===== src/rtl/irqc_pkg.sv =====
package irqc_pkg;

    localparam int BANK_W = 32;

    // Word index inside a bank (byte address bits [3:2])
    localparam logic [1:0] W_EVENT  = 2'd0;
    localparam logic [1:0] W_ENABLE = 2'd1;
    localparam logic [1:0] W_ACK    = 2'd2;
    localparam logic [1:0] W_MIRROR = 2'd3;

    typedef struct packed {
        logic [BANK_W-1:0] evt;
        logic [BANK_W-1:0] ena;
        logic [BANK_W-1:0] prev;
    } bank_st_t;

endpackage


===== src/rtl/irqc_sync.sv =====
module irqc_sync #(
    parameter int W      = 64,
    parameter int STAGES = 2
) (
    input  logic         clk_i,
    input  logic         rst_i,
    input  logic [W-1:0] d_i,
    output logic [W-1:0] q_o
);

    logic [W-1:0] stg_d [STAGES];
    logic [W-1:0] stg_q [STAGES];

    always_comb begin
        stg_d[0] = d_i;
        for (int i = 1; i < STAGES; i++) begin
            stg_d[i] = stg_q[i-1];
        end
    end

    always_ff @(posedge clk_i) begin
        for (int i = 0; i < STAGES; i++) begin
            if (rst_i) stg_q[i] <= '0;
            else       stg_q[i] <= stg_d[i];
        end
    end

    assign q_o = stg_q[STAGES-1];

endmodule


===== src/rtl/irqc_bank.sv =====
module irqc_bank
    import irqc_pkg::*;
#(
    parameter logic [BANK_W-1:0] LVL_MASK = '0
) (
    input  logic              clk_i,
    input  logic              rst_i,
    input  logic [BANK_W-1:0] src_s_i,
    input  logic              ena_we_i,
    input  logic              ack_we_i,
    input  logic [BANK_W-1:0] wdata_i,
    output logic [BANK_W-1:0] evt_o,
    output logic [BANK_W-1:0] ena_o,
    output logic [BANK_W-1:0] pend_o,
    output logic [BANK_W-1:0] set_o,
    output logic [BANK_W-1:0] ack_o
);

    bank_st_t st_d, st_q;
    logic [BANK_W-1:0] rise_d;
    logic [BANK_W-1:0] set_d;
    logic [BANK_W-1:0] ack_d;

    always_comb begin
        st_d   = st_q;
        ack_d  = ack_we_i ? wdata_i : '0;
        rise_d = src_s_i & ~st_q.prev;
        // A new edge only counts for a source already enabled
        set_d  = rise_d & st_q.ena;
        // Setting has priority over a same-cycle acknowledge
        st_d.evt  = (st_q.evt & ~ack_d) | set_d;
        st_d.prev = src_s_i;
        if (ena_we_i) begin
            st_d.ena = wdata_i;
        end
    end

    always_ff @(posedge clk_i) begin
        if (rst_i) st_q <= '0;
        else       st_q <= st_d;
    end

    assign evt_o  = st_q.evt;
    assign ena_o  = st_q.ena;
    assign set_o  = set_d;
    assign ack_o  = ack_d;
    // Level sources from the live line, edge sources from the latch
    assign pend_o = ((st_q.evt & ~LVL_MASK) | (src_s_i & LVL_MASK)) & st_q.ena;

endmodule


===== src/rtl/irqc_prio.sv =====
module irqc_prio #(
    parameter int W     = 32,
    localparam int IX_W = $clog2(W)
) (
    input  logic [W-1:0]    vec_i,
    output logic            any_o,
    output logic [IX_W-1:0] idx_o
);

    always_comb begin
        any_o = |vec_i;
        idx_o = '0;
        for (int i = 0; i < W; i++) begin
            if (vec_i[i]) idx_o = IX_W'(i);
        end
    end

endmodule


===== src/rtl/irqc_top.sv =====
module irqc_top
    import irqc_pkg::*;
#(
    parameter int NUM_BANKS   = 2,
    parameter int ADDR_W      = 6,
    parameter int SYNC_STAGES = 2,
    parameter logic [NUM_BANKS*BANK_W-1:0] LEVEL_MASK = {32'h1FF0_0000, 32'h3FF0_0000},
    localparam int NUM_SRC = NUM_BANKS * BANK_W,
    localparam int IDX_W   = $clog2(NUM_SRC) + 1
) (
    input  logic               clk_i,
    input  logic               rst_i,
    input  logic [NUM_SRC-1:0] src_i,
    input  logic [ADDR_W-1:0]  bus_addr_i,
    input  logic               bus_wr_i,
    input  logic [BANK_W-1:0]  bus_wdata_i,
    input  logic               bus_rd_i,
    output logic [BANK_W-1:0]  bus_rdata_o,
    output logic               irq_o,
    output logic [IDX_W-1:0]   top_idx_o
);

    localparam int BSEL_W = ADDR_W - 4;
    localparam int BIX_W  = $clog2(BANK_W);

    typedef struct packed {
        logic [BANK_W-1:0] rdata;
    } rd_st_t;

    rd_st_t st_d, st_q;

    logic [BSEL_W-1:0] bank_sel;
    logic [1:0]        word_sel;
    logic              unused_addr_lsb;

    logic [NUM_SRC-1:0] src_s;
    logic [NUM_SRC-1:0] evt_all;
    logic [NUM_SRC-1:0] ena_all;
    logic [NUM_SRC-1:0] pend_all;
    logic [NUM_SRC-1:0] set_all;
    logic [NUM_SRC-1:0] ack_all;
    logic [NUM_BANKS-1:0] bank_any;
    logic [BIX_W-1:0]     bank_idx [NUM_BANKS];

    assign bank_sel        = bus_addr_i[ADDR_W-1:4];
    assign word_sel        = bus_addr_i[3:2];
    assign unused_addr_lsb = ^bus_addr_i[1:0];

    irqc_sync #(.W(NUM_SRC), .STAGES(SYNC_STAGES)) u_sync (
        .clk_i (clk_i),
        .rst_i (rst_i),
        .d_i   (src_i),
        .q_o   (src_s)
    );

    for (genvar b = 0; b < NUM_BANKS; b++) begin : g_bank
        logic hit;
        assign hit = (bank_sel == BSEL_W'(b));

        irqc_bank #(.LVL_MASK(LEVEL_MASK[b*BANK_W +: BANK_W])) u_bank (
            .clk_i    (clk_i),
            .rst_i    (rst_i),
            .src_s_i  (src_s[b*BANK_W +: BANK_W]),
            .ena_we_i (bus_wr_i && hit && (word_sel == W_ENABLE)),
            .ack_we_i (bus_wr_i && hit && (word_sel == W_ACK)),
            .wdata_i  (bus_wdata_i),
            .evt_o    (evt_all[b*BANK_W +: BANK_W]),
            .ena_o    (ena_all[b*BANK_W +: BANK_W]),
            .pend_o   (pend_all[b*BANK_W +: BANK_W]),
            .set_o    (set_all[b*BANK_W +: BANK_W]),
            .ack_o    (ack_all[b*BANK_W +: BANK_W])
        );

        irqc_prio #(.W(BANK_W)) u_prio (
            .vec_i (pend_all[b*BANK_W +: BANK_W]),
            .any_o (bank_any[b]),
            .idx_o (bank_idx[b])
        );
    end

    // Read path: one registered word, held between reads
    always_comb begin
        st_d = st_q;
        if (bus_rd_i) begin
            st_d.rdata = '0;
            for (int b = 0; b < NUM_BANKS; b++) begin
                if (bank_sel == BSEL_W'(b)) begin
                    case (word_sel)
                        W_EVENT:  st_d.rdata = evt_all[b*BANK_W +: BANK_W];
                        W_ENABLE: st_d.rdata = ena_all[b*BANK_W +: BANK_W];
                        W_MIRROR: st_d.rdata = src_s[b*BANK_W +: BANK_W];
                        default:  st_d.rdata = '0;
                    endcase
                end
            end
        end
    end

    always_ff @(posedge clk_i) begin
        if (rst_i) st_q <= '0;
        else       st_q <= st_d;
    end

    // Highest bank with anything pending, then its highest bit
    always_comb begin
        top_idx_o = '1;
        for (int b = 0; b < NUM_BANKS; b++) begin
            if (bank_any[b]) top_idx_o = IDX_W'(b * BANK_W + int'(bank_idx[b]));
        end
    end

    assign irq_o       = |(evt_all & ena_all);
    assign bus_rdata_o = st_q.rdata;

endmodule


===== config.mk =====
export PLATFORM = sky130hd
export DESIGN_NAME = irqc_top
export DESIGN_NICKNAME = d
export VERILOG_FILES = /design/src/rtl/irqc_pkg.sv /design/src/rtl/irqc_sync.sv /design/src/rtl/irqc_bank.sv /design/src/rtl/irqc_prio.sv /design/src/rtl/irqc_top.sv
export SDC_FILE = /design/constraint.sdc
export NUM_CORES = 1
export LEC_CHECK = 0
export BUFFER_PORTS_ARGS = -buffer_cell sky130_fd_sc_hd__buf_4
export CAP_MARGIN = 20
export CORE_ASPECT_RATIO = 2
export CORE_UTILIZATION = 50
export DETAILED_ROUTE_END_ITERATION = 8
export PLACE_DENSITY = 0.7
export SLEW_MARGIN = 20
export SYNTH_ARGS = -nofsm -noshare
export SYNTH_HDL_FRONTEND = slang
export SYNTH_SLANG_ARGS = --single-unit

===== constraint.sdc =====
create_clock -name clk_i -period 3.15 [get_ports clk_i]
set_input_delay 0.1575 -clock clk_i [delete_from_list [all_inputs] [get_ports clk_i]]
set_output_delay 0.1575 -clock clk_i [all_outputs]
set_load 0.01 [all_outputs]

==> qor.yml <==
status: "complete, no violations"
antenna_left: 0
cts_sinks: 352
fmax_mhz: 351
design.core.area_um2: 27000
initial_core_util: 0.512
yosys.area.top_type: "dfxtp_1"
row_count: 85
use_met2: 0.512
yosys.area.top_type_share: 0.510
grt_max_degree: 112
seqPwrFrac: 0.504
power_w: 0.00923
portBuffers: 143
ctsResizeCount: 0
ff2ff_setup_slack_ns: 1.71
reg2reg_from: "g_bank[1].u_bank.ena_o[11]"
p_per_area_nw_per_um2: 539
dp_hpwl_mm: 25.6
cts_buffers: 29
start_kind: "flip-flop"
internal-power_w: 0.00716
die_h_um: 237
synthFlopType: "dfxtp_1"
die_w_um: 120
arrival_ns: 2.69
antenna_found_initial: 0
yosys-top-cells-area: "dfxtp_1, nor2b_1, nand2_1"
stdcell_count: 2150
yosysMostFrequentCell: "dfxtp_1"
critical_path_class: "flip-flop to primary output"
grt_pass1_vias: 11800
gp_congestion: 0.888
yosysSeqAreaShare: 0.510
synthTopCellsByCount: "dfxtp_1, nand2_1, nor2b_1, nor2_1, a21oi_1"
cts_tree: "yes"
worst_slew_pin_slew_ns: 0.781
synth_seq_cells: 352
synth_enable_flop_cells: 0
yosys.cell_types.count: 45
synth_nets: 1690
cts_buffer_depth: 3
io_pins: 146
syn-cell-area_um2: 13800
reg2reg_depth: 4
dieArea_um2: 28400
clk_pin_slew_worst_paths_ns: 0.07
combPwrFrac: 0.071
avgSynthCellArea_um2: 8.73
drive_gt1_frac: 0.124
switchingPower_w: 0.00208
period_share: 0.905
nFillCells: 2325
fin_nets: 1887
num_vias: 12100
post_cts_buffers: 0
fin_setup_tns_ns: 0
startpoint: "u_sync.stg_q[1][55]"
place_inst: 2002
report.final.slew_viol_count: 0
drtIter0Drc: 890
grt_first_pass_wirelength_mm: 61.5
finalSetupViolations: 0
cts-root-buf: "clkbuf_16"
switching_share: 0.225
via_per_inst: 5.62
syn_inst: 1584
grt.total_usage: 0.276
critPathCaptureType: "primary output"
worstSkewPairLatency_ns: 0.57
area_growth_pct: 23.9
min_period_ns: 2.85
hold_path.class: "input port to flip-flop"
crit_end: "top_idx_o[2]"
worst_ep_required_time_ns: 2.99
rsz0062_at_grt: "no"
routed_wirelength_mm: 39.6
grt_busiest_layer: "met2"
maxCapViolCount: 0
reg2reg_to: "bus_rdata_o[11]"
route.detailed.drc: 0
met1_usage: 0.305
dr.pass1.iters: 5
hold_violations: 0
globalRouteOverflowTotal: 0
async_flop_share: 0
ctsHtreeMaxLevel: 1
power.leakage_nw: 6.43
cp_max_fo: 5
ir_drop_mv: 0.423
yosys_warnings: 0
worst_slew_margin_rel: 0.479
routedWlPerCell_um: 18.4
clock_skew_ns: 0.0157
clock_power_share: 0.425
n_antenna_cell: 0
use_met3: 0.0307
[power by group through the flow]
stage | Combinational [W] | Sequential, W | Clock, W
after floorplan | 0.000292 | 0.00474 | 0
after global placement | 0.000543 | 0.00476 | 0
after detailed placement | 0.000552 | 0.00476 | 0
after CTS | 0.000649 | 0.00466 | 0.00398
after global routing | 0.000702 | 0.00467 | 0.00415
final | 0.000653 | 0.00466 | 0.00392
[worst max-delay path: stages (launching register included)]
cell and delay (ns):
dfxtp_1 0.37, a22oi_1 0.39, nand4_1 0.22, nor3_1 0.41
and2_2 0.26, nor3_1 0.06, a31oi_1 0.24, buf_4 0.18
[placed cells by master, fill, tap and decap left out, drive strengths merged, types with 7 or more instances in the layout]
cell type and count:
a21oi 92, buf 163, a31oi 9, mux2i 64
clkbuf 36, a211oi 33, a32oi 46, nor4 7
nor3 8, clkinv 8, dlygate4sd3 96, a32o 7
dfxtp 352, a22oi 51, a22o 26, nor2 126
o21ai 72, and2 8, nand3 9, nor2b 192
nand4 7, inv 47, nand2 307
[layout make-up]
type	instances	area [um^2]	share of cell area
clock buffer	36	782	0.0457
multi-input combinational	1092	6200	0.362
timing repair buffer	259	2240	0.131
inverter	47	176	0.0103
tap	348	435	0.0254
clock inverter	16	246	0.0144
sequential	352	7050	0.411
[how the worst min path moves through the flow]
stage / from / end / slack, ns / cells after the start
3_3_place_gp: src_i[40] / u_sync.stg_q[0][40] / 0.37 / 2
4_1_cts: rst_i / g_bank[1].u_bank.evt_o[2] / 0.06 / 2
5_1_grt: rst_i / g_bank[1].u_bank.evt_o[1] / 0.10 / 2
6_report: rst_i / g_bank[1].u_bank.evt_o[2] / 0.07 / 2
3_5_place_dp: src_i[3] / u_sync.stg_q[0][3] / 0.37 / 2
2_1_floorplan: src_i[0] / u_sync.stg_q[0][0] / 0.29 / 1
[metal layers]
layer / part of all wire / routed length [um]
met1: 0.37 / 14800
met2: 0.52 / 20700
met3: 0.056 / 2240
met4: 0.049 / 1960
met5: 0 / 0
[per-stage QoR]
step / utilization / hold slack, ns / cell area (um^2) / worst slack, ns
floorplan: - / 0.286 / 13800 / 1.43
global route: 0.634 / 0.102 / 17100 / 0.163
finish: 0.634 / 0.0668 / 17100 / 0.300
detailed placement: 0.560 / 0.373 / 15100 / 0.905
global placement: 0.560 / 0.366 / 15100 / 0.967
CTS: 0.634 / 0.0635 / 17100 / 0.303
[sequential cells by signal, summed over array words and instances, names as in the netlist]
register             flops
g_bank.u_bank.st_q      64
bus_rdata_o             32
u_sync.stg_q           128
g_bank.u_bank.evt_o     64
g_bank.u_bank.ena_o     64
[what timing repair did]
item / CTS / global route
hold endpoints to repair: 192 / 0
setup endpoints to repair: 0 / 0
hold buffers: 96 / 0
[logic make-up after synthesis]
group                  Yosys count  share of synthesized area
AND/OR/NAND/NOR                672                      0.229
AO/OA/AOI/OAI                  356                      0.172
flip-flops                     352                      0.510
buffers and inverters          140                     0.0435
multiplexers                    64                     0.0463
No activity file was read; power rests on OpenSTA's default activity.
